File: config.mk
export PLATFORM = sky130hd
export DESIGN_NAME = slt_alu
export DESIGN_NICKNAME = d
export VERILOG_FILES = /design/src/rtl/slt_alu_pkg.sv /design/src/rtl/slt_alu_addsub.sv /design/src/rtl/slt_alu_bitwise.sv /design/src/rtl/slt_alu_select.sv /design/src/rtl/slt_alu.sv
export SDC_FILE = /design/constraint.sdc
export NUM_CORES = 1
export LEC_CHECK = 0
export BUFFER_PORTS_ARGS = -buffer_cell sky130_fd_sc_hd__buf_2
export CORE_ASPECT_RATIO = 0.8
export CORE_UTILIZATION = 47
export DETAILED_ROUTE_END_ITERATION = 16
export PLACE_DENSITY = 0.95
export SETUP_SLACK_MARGIN = 0.02
export SYNTH_ARGS = -nofsm -noshare
export SYNTH_HDL_FRONTEND = slang
export SYNTH_SLANG_ARGS = --single-unit
File: constraint.sdc
create_clock -name vclk -period 21.2
set_clock_uncertainty 0.1 [all_clocks]
set_input_delay 2.12 -clock vclk [all_inputs]
set_output_delay 2.12 -clock vclk [all_outputs]
set_load 0.05 [all_outputs]
File: src/rtl/slt_alu_pkg.sv
package slt_alu_pkg;
  typedef enum logic [2:0] {
    OP_ADD = 3'b000,
    OP_SUB = 3'b001,
    OP_SLT = 3'b011,
    OP_AND = 3'b100,
    OP_OR  = 3'b110
  } alu_op_e;
endpackage

File: src/rtl/slt_alu_addsub.sv
module slt_alu_addsub #(
  parameter int WIDTH = 32
) (
  input  logic             sub_i,
  input  logic [WIDTH-1:0] a_i,
  input  logic [WIDTH-1:0] b_i,
  output logic [WIDTH-1:0] sum_o,
  output logic             cout_o,
  output logic             ovf_o
);
  localparam int MSB = WIDTH - 1;

  logic [WIDTH-1:0] b_cond;
  logic [WIDTH:0]   carry;

  // Each XOR passes b when sub_i is 0 and inverts it when sub_i is 1
  assign b_cond   = b_i ^ {WIDTH{sub_i}};
  assign carry[0] = sub_i;

  for (genvar i = 0; i < WIDTH; i++) begin : g_col
    assign sum_o[i]   = a_i[i] ^ b_cond[i] ^ carry[i];
    assign carry[i+1] = (a_i[i] & b_cond[i]) | (carry[i] & (a_i[i] ^ b_cond[i]));
  end

  assign cout_o = carry[WIDTH];
  // Signed overflow: the carry into the top column differs from the carry out of it
  assign ovf_o  = carry[MSB] ^ carry[WIDTH];

  always_comb begin
    if (!sub_i) begin
      assert_ripple_sum_R1: assert ({cout_o, sum_o} == ({1'b0, a_i} + {1'b0, b_i}))
        else $error("ripple sum disagrees with arithmetic sum");
    end else begin
      assert_ripple_diff_R2: assert (sum_o == a_i - b_i)
        else $error("ripple difference disagrees with arithmetic difference");
      assert_borrow_R4: assert (cout_o == (a_i >= b_i))
        else $error("subtract carry does not match unsigned compare");
    end
  end
endmodule

File: src/rtl/slt_alu_bitwise.sv
module slt_alu_bitwise #(
  parameter int WIDTH = 32
) (
  input  logic [WIDTH-1:0] a_i,
  input  logic [WIDTH-1:0] b_i,
  output logic [WIDTH-1:0] and_o,
  output logic [WIDTH-1:0] or_o
);
  assign and_o = a_i & b_i;
  assign or_o  = a_i | b_i;

  always_comb begin
    assert_and_within_or_R6: assert ((and_o & ~or_o) == '0)
      else $error("AND result has a bit the OR result lacks");
  end
endmodule

File: src/rtl/slt_alu_select.sv
module slt_alu_select
  import slt_alu_pkg::*;
#(
  parameter int WIDTH = 32
) (
  input  logic [2:0]       op_i,
  input  logic [WIDTH-1:0] arith_i,
  input  logic             cout_i,
  input  logic             ovf_i,
  input  logic [WIDTH-1:0] and_i,
  input  logic [WIDTH-1:0] or_i,
  output logic [WIDTH-1:0] z_o,
  output logic             c_o,
  output logic             v_o
);
  localparam int MSB = WIDTH - 1;

  logic less;
  // The sign of the difference is wrong exactly when the subtraction overflowed
  assign less = arith_i[MSB] ^ ovf_i;

  always_comb begin
    z_o = '0;
    c_o = 1'b0;
    v_o = 1'b0;
    case (op_i)
      OP_ADD: begin
        z_o = arith_i;
        c_o = cout_i;
        v_o = ovf_i;
      end
      OP_SUB: begin
        z_o = arith_i;
        c_o = ~cout_i;
        v_o = ovf_i;
      end
      OP_SLT:  z_o = {{(WIDTH-1){1'b0}}, less};
      OP_AND:  z_o = and_i;
      OP_OR:   z_o = or_i;
      default: z_o = '0;
    endcase
  end
endmodule

File: src/rtl/slt_alu.sv
module slt_alu
  import slt_alu_pkg::*;
#(
  parameter int WIDTH = 32
) (
  input  logic [2:0]       op_i,
  input  logic [WIDTH-1:0] x_i,
  input  logic [WIDTH-1:0] y_i,
  output logic [WIDTH-1:0] z_o,
  output logic             c_o,
  output logic             v_o
);
  logic             sub_mode;
  logic [WIDTH-1:0] arith;
  logic             arith_cout;
  logic             arith_ovf;
  logic [WIDTH-1:0] and_res;
  logic [WIDTH-1:0] or_res;

  // Comparison borrows the subtract path
  assign sub_mode = (op_i == OP_SUB) || (op_i == OP_SLT);

  slt_alu_addsub #(.WIDTH(WIDTH)) u_addsub (
    .sub_i  (sub_mode),
    .a_i    (x_i),
    .b_i    (y_i),
    .sum_o  (arith),
    .cout_o (arith_cout),
    .ovf_o  (arith_ovf)
  );

  slt_alu_bitwise #(.WIDTH(WIDTH)) u_bitwise (
    .a_i   (x_i),
    .b_i   (y_i),
    .and_o (and_res),
    .or_o  (or_res)
  );

  slt_alu_select #(.WIDTH(WIDTH)) u_select (
    .op_i    (op_i),
    .arith_i (arith),
    .cout_i  (arith_cout),
    .ovf_i   (arith_ovf),
    .and_i   (and_res),
    .or_i    (or_res),
    .z_o     (z_o),
    .c_o     (c_o),
    .v_o     (v_o)
  );

  always_comb begin
    if (op_i == OP_SLT) begin
      assert_slt_upper_zero_R5: assert (z_o[WIDTH-1:1] == '0)
        else $error("compare result has upper bits set");
      assert_slt_sign_R5: assert (z_o[0] == ($signed(x_i) < $signed(y_i)))
        else $error("compare result disagrees with signed less-than");
    end
    if (op_i == 3'b010 || op_i == 3'b101 || op_i == 3'b111) begin
      assert_undef_zero_R8: assert (z_o == '0)
        else $error("unused code gave a nonzero result");
    end
    if (op_i != OP_ADD && op_i != OP_SUB) begin
      assert_flags_quiet_R9: assert (!c_o && !v_o)
        else $error("flags raised outside add and subtract");
    end
  end
endmodule

==> results of run 1 <==
==> layout by cell type (no fill, tap or decap) <==
| cell | count |
|---|---|
| or2_1 | 1 |
| a31oi_1 | 1 |
| inv_2 | 1 |
| a22o_1 | 28 |
| nand3_1 | 1 |
| nand2b_1 | 1 |
| xor2_1 | 3 |
| o21ai_1 | 4 |
| a221oi_1 | 1 |
| ha_1 | 2 |
| buf_2 | 101 |
| fa_1 | 32 |
| nor2_1 | 2 |
| nand2_1 | 4 |
| nor2b_2 | 1 |
| inv_1 | 8 |
| nor2_4 | 1 |
| nand2_2 | 1 |
| xnor2_1 | 30 |
| buf_4 | 2 |
| maj3_2 | 26 |
| maj3_1 | 5 |
==> power by group through the flow <==
stage / logic, uW / clock network [uW] / registers, uW
after floorplan: 72.6 / 0 / 0
final: 96.2 / 0 / 0
after global routing: 105 / 0 / 0
after global placement: 93.3 / 0 / 0
after detailed placement: 97.4 / 0 / 0
after CTS: 97.4 / 0 / 0
==> stage by stage <==
stage,cells,setup slack (ns),instance area (um2)
floorplan,166,2.88,1780
global placement,298,2.84,2250
detailed placement,298,2.57,2250
CTS,298,2.51,2250
global route,298,1.95,2250
finish,298,2.63,2250
==> cell usage after synthesis (2+ instances only) <==
cell type,instances
xor2_1,3
nand2_1,4
buf_4,6
buf_6,3
fa_1,32
xnor2_1,30
ha_1,2
nor2_1,2
inv_1,8
buf_2,3
a22o_1,28
o21ai_1,4
maj3_1,5
maj3_2,26
==> routing by layer <==
layer  GRT usage (%)  routed length, um  vias up
li1                -                  -      763
met5               0                  0        -
met1            25.1               1650      779
met4            2.57                 58        0
met3           0.530                178        6
met2            41.9               2190       63
==> worst max-delay path, delay by kind of cell <==
kind	cells	cell delay [ns]
adder cells (fa/ha/maj)	31	12.94
buffers and inverters	7	0.79
XOR/XNOR	2	0.31
AND/OR/NAND/NOR	2	0.16
==> cells by family after synthesis <==
kind of cell	Yosys count	synth area share, %
buf+inv	22	7.99
simple gates	12	3.58
fa+ha+maj	65	56.5
compound gates	34	15.7
xor+xnor	33	16.2
==> cell type report <==
cell class / count / area, um2 / share of cell area (%)
Inverter: 9 / 33.8 / 1.50
Multi-Input combinational cell: 144 / 1640 / 73.0
Tap cell: 42 / 52.6 / 2.33
Timing Repair Buffer: 103 / 520 / 23.1
==> worst max path at each step <==
stage | from | endpoint | depth (start not counted)
after CTS | op_i[2] | v_o | 42
after detailed placement | op_i[2] | v_o | 42
after global routing | op_i[2] | v_o | 42
final | op_i[2] | v_o | 42
after floorplan | op_i[2] | v_o | 41
after global placement | op_i[2] | v_o | 42
==> results.toml, run 1 <==
[critical_path]
slowest_stage = "fa_1"
crit_path_end_kind = "output pin"
cpMostUsedCell = "fa_1"
cp.arrival_ns = 16.35
worstPathMaxFanout = 4
critical_path_class = "in -> out"
cp.required_ns = 18.98
startpoint_type = "primary input"
critPathMaxStageDelay_ns = 0.46

[synthesis]
yosysTopAreaCellShare_pct = 35.9
yosysSeqAreaShare_pct = 0
netlist_instances = 166
yosysWarningCount = 0
yosysTopAreaCell = "fa_1"
synth_area_leaders = "fa_1, maj3_2, xnor2_1"
synth_cell_types = 24
synth_nets = 267
syn_avg_cell_area_um2 = 10.7
mappedNetlistArea_mm2 = 0.00178

[min_path]
min_to = "c_o"
hp-class = "in -> out"
worstHoldStart = "op_i[0]"
min_path_cells = 4

[clock_network]
postCtsSetupRepairBufs = 0
cts_resized = 0
hold_buffers = 0

[outcome]
status = "complete, but fails checks"
violations = "DRC"

[layout]
final_nets = 359
antenna_cells = 0
fin_util_pct = 64.0
drive_above_1_share_pct = 52.0
clkbuf_count = 0
seq_cells = 0
fillers = 303
area.growth.synth_to_final_pct = 26.2
seqCellArea_um2 = 0

[grt]
grt_remaining_overflow = 0
grt.total_usage_pct = 20.7
grt_start_max_net_pins = 36
grt_pass1_vias = 1614
grt_pass1_wl_mm = 6.89
antenna_found_initial = 0

[route]
vias_per_cell = 5.41
wl_mm = 4.08
num_vias = 1611
postRouteAntennaNets = 0
drc_errors = 2
drt_iter0_markers = 62
detail_route.wl_per_cell_um = 13.7
drtPass1Iterations = 10

[timing]
hold_viol_final = 0
fin_worst_hold_slack_ns = 4.64
slew_headroom_pct = 50.0
worst_pin_slew_ns = 0.750
fmax_ghz = 0.0538
setup_violations = 0
post-route-min-period_ns = 18.57
rsz0062_at_grt = "false"
fin_crit_sh_pct = 87.6
tns_ns = 0
slew_violations = 0

[placement]
place.gp.congestion = 0.790
post-dp-hpwl_mm = 3.43
port_buffers = 101

[pwr]
netSwitchingPower_uw = 60.7
p_clk_share_pct = 0
p_int_uw = 35.4
sequentialPowerShare_pct = 0
max-vdd-ir-drop_mv = 0.0224
finalPower_uw = 96.2
powerDensity_mw_per_mm2 = 42.7
p_leak_uw = 0.00105
pwr-share-comb_pct = 100.0
p_sw_share_pct = 63.1

[die]
initial_core_util_pct = 50.7
die_h_um = 57.1
dieArea_mm2 = 0.00405
ios = 101
fp-row-count = 19
core-area_mm2 = 0.00352
die_w_um = 70.9

[flow_run]
cap_violations = 0
(Power assumes the default switching activity.)
==> run 2, diff against run 1 <==
--- a/config.mk
+++ b/config.mk
@@ -7,9 +7,9 @@
 export LEC_CHECK = 0
 export BUFFER_PORTS_ARGS = -buffer_cell sky130_fd_sc_hd__buf_2
 export CORE_ASPECT_RATIO = 0.8
-export CORE_UTILIZATION = 47
+export CORE_UTILIZATION = 25
 export DETAILED_ROUTE_END_ITERATION = 16
-export PLACE_DENSITY = 0.95
+export PLACE_DENSITY = 0.6
 export SETUP_SLACK_MARGIN = 0.02
 export SYNTH_ARGS = -nofsm -noshare
 export SYNTH_HDL_FRONTEND = slang
==> run 2 against run 1 <==
Net effect:
- the flow now finishes without violations
- combinational power barely moved
- maximum frequency fell by 1.3%
- first-iteration DRC count fell by 60%
- core utilization fell by 30 points
- cell area rose by 2.5%
- highest routed layer unchanged
- wire length rose by 15%
- critical endpoint unchanged
==> results.toml, run 2 (synthesis gave the netlist of run 1 again) <==
[critical_path]
worstPathMaxFanout = 19
startpoint_type = "primary input"
cp.required_ns = 18.98
cp.arrival_ns = 16.60
critPathMaxStageDelay_ns = 0.45
critical_path_class = "in -> out"
cpMostUsedCell = "fa_1"
slowest_stage = "fa_1"
crit_path_end_kind = "output pin"
worstSetupStartpoint = "op_i[2]"

[min_path]
worstHoldStart = "op_i[0]"
hp-class = "in -> out"

[layout]
area.growth.synth_to_final_pct = 29.3
seq_cells = 0
fin_cells = 343
drive_above_1_share_pct = 52.0
fillers = 752
final_nets = 359
antenna_cells = 0
final_common_cell = "buf_2"
clkbuf_count = 0
final_cell_mix = "buf_2, fa_1, xnor2_1"
seqCellArea_um2 = 0

[placement]
post-dp-hpwl_mm = 3.84
pre_cts_ws_ns = 2.21
place_inst = 343
port_buffers = 101
place.gp.congestion = 0.735

[clock_network]
cts_resized = 0
postCtsSetupRepairBufs = 0
hold_buffers = 0

[route]
num_vias = 1591
detail_route.wl_per_cell_um = 13.7
drtPass1Iterations = 4
vias_per_cell = 4.64
drc_errors = 0
postRouteAntennaNets = 0
drt_iter0_markers = 25
wl_mm = 4.71

[die]
fp-row-count = 27
dieArea_mm2 = 0.00748
initial_core_util_pct = 25.9
core-area_mm2 = 0.00689
ios = 101
die_w_um = 96.5
die_h_um = 77.6

[timing]
setup_violations = 0
worst_pin_slew_ns = 0.812
fin_crit_sh_pct = 88.8
post-route-min-period_ns = 18.82
slew_headroom_pct = 45.9
hold_viol_final = 0
fmax_ghz = 0.0531
fin_ws_ns = 2.38
rsz0062_at_grt = "false"
tns_ns = 0
slew_violations = 0

[pwr]
powerDensity_mw_per_mm2 = 41.7
p_leak_uw = 0.00105
finalPower_uw = 96.3
max-vdd-ir-drop_mv = 0.0170

[outcome]
status = "complete, no violations"

[flow_run]
cap_violations = 0

[grt]
grt_start_max_net_pins = 36
grt_pass1_wl_mm = 7.46
grt_pass1_vias = 1566
grt.total_usage_pct = 12.6
antenna_found_initial = 0
grt_remaining_overflow = 0
run 2: cell counts in the layout (fill, tap and decap cells not counted):
Identical to the previous run, type by type.
run 2: metal layers:
layer | vias to the layer above | global-route usage [%] | wire length [um]
li1 | 761 | - | -
met4 | 0 | 0.441 | 8
met5 | - | 0 | 0
met1 | 775 | 17.5 | 2100
met3 | 2 | 0.882 | 280
met2 | 53 | 22.3 | 2320
run 2: layout make-up:
type               instances  area, um2  area share, %
repair buffers           103        520           22.6
multi-input cells        144       1640           71.3
inverters                  9       33.8           1.46
well taps                 87        109           4.72
run 2: worst max-delay path: cells and delay by family:
| family | cells | cell delay, ns |
|---|---|---|
| fa+ha+maj | 31 | 12.87 |
| buf+inv | 7 | 0.74 |
| simple gates | 2 | 0.51 |
| compound gates | 1 | 0.17 |
| xor+xnor | 1 | 0.16 |
run 2: power breakdown:
part	switching, uW	internal [uW]
sequential	0	0
combinational	61.1	35.2
clock	0	0
total	61.1	35.2
run 2: stage by stage:
| stage | cell area, um2 | utilization, % | hold WS (ns) |
|---|---|---|---|
| detailed placement | 2310 | 33.5 | 4.63 |
| global placement | 2310 | 33.5 | 4.63 |
| global route | 2310 | 33.5 | 4.66 |
| finish | 2310 | 33.5 | 4.63 |
| floorplan | 1780 | - | 4.42 |
| CTS | 2310 | 33.5 | 4.63 |
run 2: final timing paths:
kind,endpoint,slack (ns),depth (start not counted)
worst max-delay path,v_o,2.38,42
worst min-delay path,z_o[0],4.63,4
==> run 3, diff against run 2 <==
--- a/config.mk
+++ b/config.mk
@@ -9,8 +9,8 @@
 export CORE_ASPECT_RATIO = 0.8
 export CORE_UTILIZATION = 25
 export DETAILED_ROUTE_END_ITERATION = 16
-export PLACE_DENSITY = 0.6
-export SETUP_SLACK_MARGIN = 0.02
+export PLACE_DENSITY_LB_ADDON = 0.08
+export SETUP_SLACK_MARGIN = 0.2
 export SYNTH_ARGS = -nofsm -noshare
 export SYNTH_HDL_FRONTEND = slang
 export SYNTH_SLANG_ARGS = --single-unit
==> run 3 against run 2 <==
Net effect:
- flip-flop and latch count unchanged
- global-route usage decreased by 0.10 points
- critical path depth unchanged
- critical path type unchanged
- critical endpoint unchanged
- largest cell class unchanged
==> results.toml, run 3 (synthesis gave the netlist of run 1 again) <==
[clock_network]
postCtsSetupRepairBufs = 0
cts_resized = 0
hold_buffers = 0

[layout]
antenna_cells = 0
area.growth.synth_to_final_pct = 29.3
clkbuf_count = 0
seqCellArea_um2 = 0
final_cell_mix = "buf_2, fa_1, xnor2_1"
drive_above_1_share_pct = 52.0
final_nets = 359
seq_cells = 0
final_common_cell = "buf_2"
fin_util_pct = 33.5

[timing]
fin_crit_sh_pct = 87.6
rsz0062_at_grt = "false"
worst_pin_slew_ns = 0.796
post-route-min-period_ns = 18.57
tns_ns = 0
hold_viol_final = 0
setup_violations = 0
slew_violations = 0
fin_worst_hold_slack_ns = 4.63
fmax_ghz = 0.0539
slew_headroom_pct = 46.9
fin_ws_ns = 2.63

[grt]
grt_pass1_wl_mm = 7.67
grt.total_usage_pct = 12.5
antenna_found_initial = 0
grt_pass1_vias = 1590
grt_remaining_overflow = 0
grt_start_max_net_pins = 36

[placement]
post-dp-hpwl_mm = 3.69
place.gp.congestion = 0.723
pre_cts_ws_ns = 2.47
port_buffers = 101

[critical_path]
cpMostUsedCell = "fa_1"
critPathMaxStageDelay_ns = 0.45
crit_path_end_kind = "output pin"
worstPathMaxFanout = 11
startpoint_type = "primary input"
cp.required_ns = 18.98
slowest_stage = "fa_1"
critical_path_class = "in -> out"
cp.arrival_ns = 16.35

[route]
wl_mm = 4.58
vias_per_cell = 4.43
postRouteAntennaNets = 0
drtPass1Iterations = 4
detail_route.wl_per_cell_um = 13.4
drc_errors = 0
num_vias = 1519
drt_iter0_markers = 18

[pwr]
p_leak_uw = 0.00105
max-vdd-ir-drop_mv = 0.0218
finalPower_uw = 96.1
powerDensity_mw_per_mm2 = 41.6

[die]
initial_core_util_pct = 25.9
die_h_um = 77.6
dieArea_mm2 = 0.00748
ios = 101
fp-row-count = 27
die_w_um = 96.5
core-area_mm2 = 0.00689

[min_path]
hp-class = "in -> out"

[outcome]
status = "complete, no violations"

[flow_run]
cap_violations = 0
[run 3: cell counts in the layout (fill, tap and decap cells not counted)]
No cell type changed its count.
[run 3: area by class of cell]
class	count	area [um2]
inverters	9	33.8
multi-input cells	144	1640
fillers	761	4580
repair buffers	103	520
well taps	87	109
[run 3: path summary, 6_finish.rpt]
kind,from,end,slack [ns],depth (start not counted)
min,op_i[0],c_o,4.63,4
max,op_i[2],v_o,2.63,42
[run 3: routing by layer]
metal / share of wire, % / vias to the layer above / track usage (%)
li1: - / 760 / -
met1: 50 / 699 / 19.4
met2: 43 / 60 / 20.1
met3: 6.7 / 0 / 0.588
met4: 0 / 0 / 0
met5: 0 / - / 0
[run 3: power by group]
group          switching (uW)  internal (uW)  total, uW  leakage, uW
Combinational            60.8           35.3       96.1      0.00105
Clock                       0              0          0            0
Sequential                  0              0          0            0
[run 3: stage by stage]
step | cells | instance area (um2)
finish | 343 | 2310
global route | 343 | 2310
CTS | 343 | 2310
detailed placement | 343 | 2310
global placement | 343 | 2310
floorplan | 166 | 1780
[run 3: critical path, delay by kind of cell]
kind | cells | cell delay, ns
xor gates and xnor gates | 2 | 0.36
adders and majority gates | 31 | 12.81
buffers and inverters | 7 | 0.75
and+or+nand+nor | 2 | 0.28
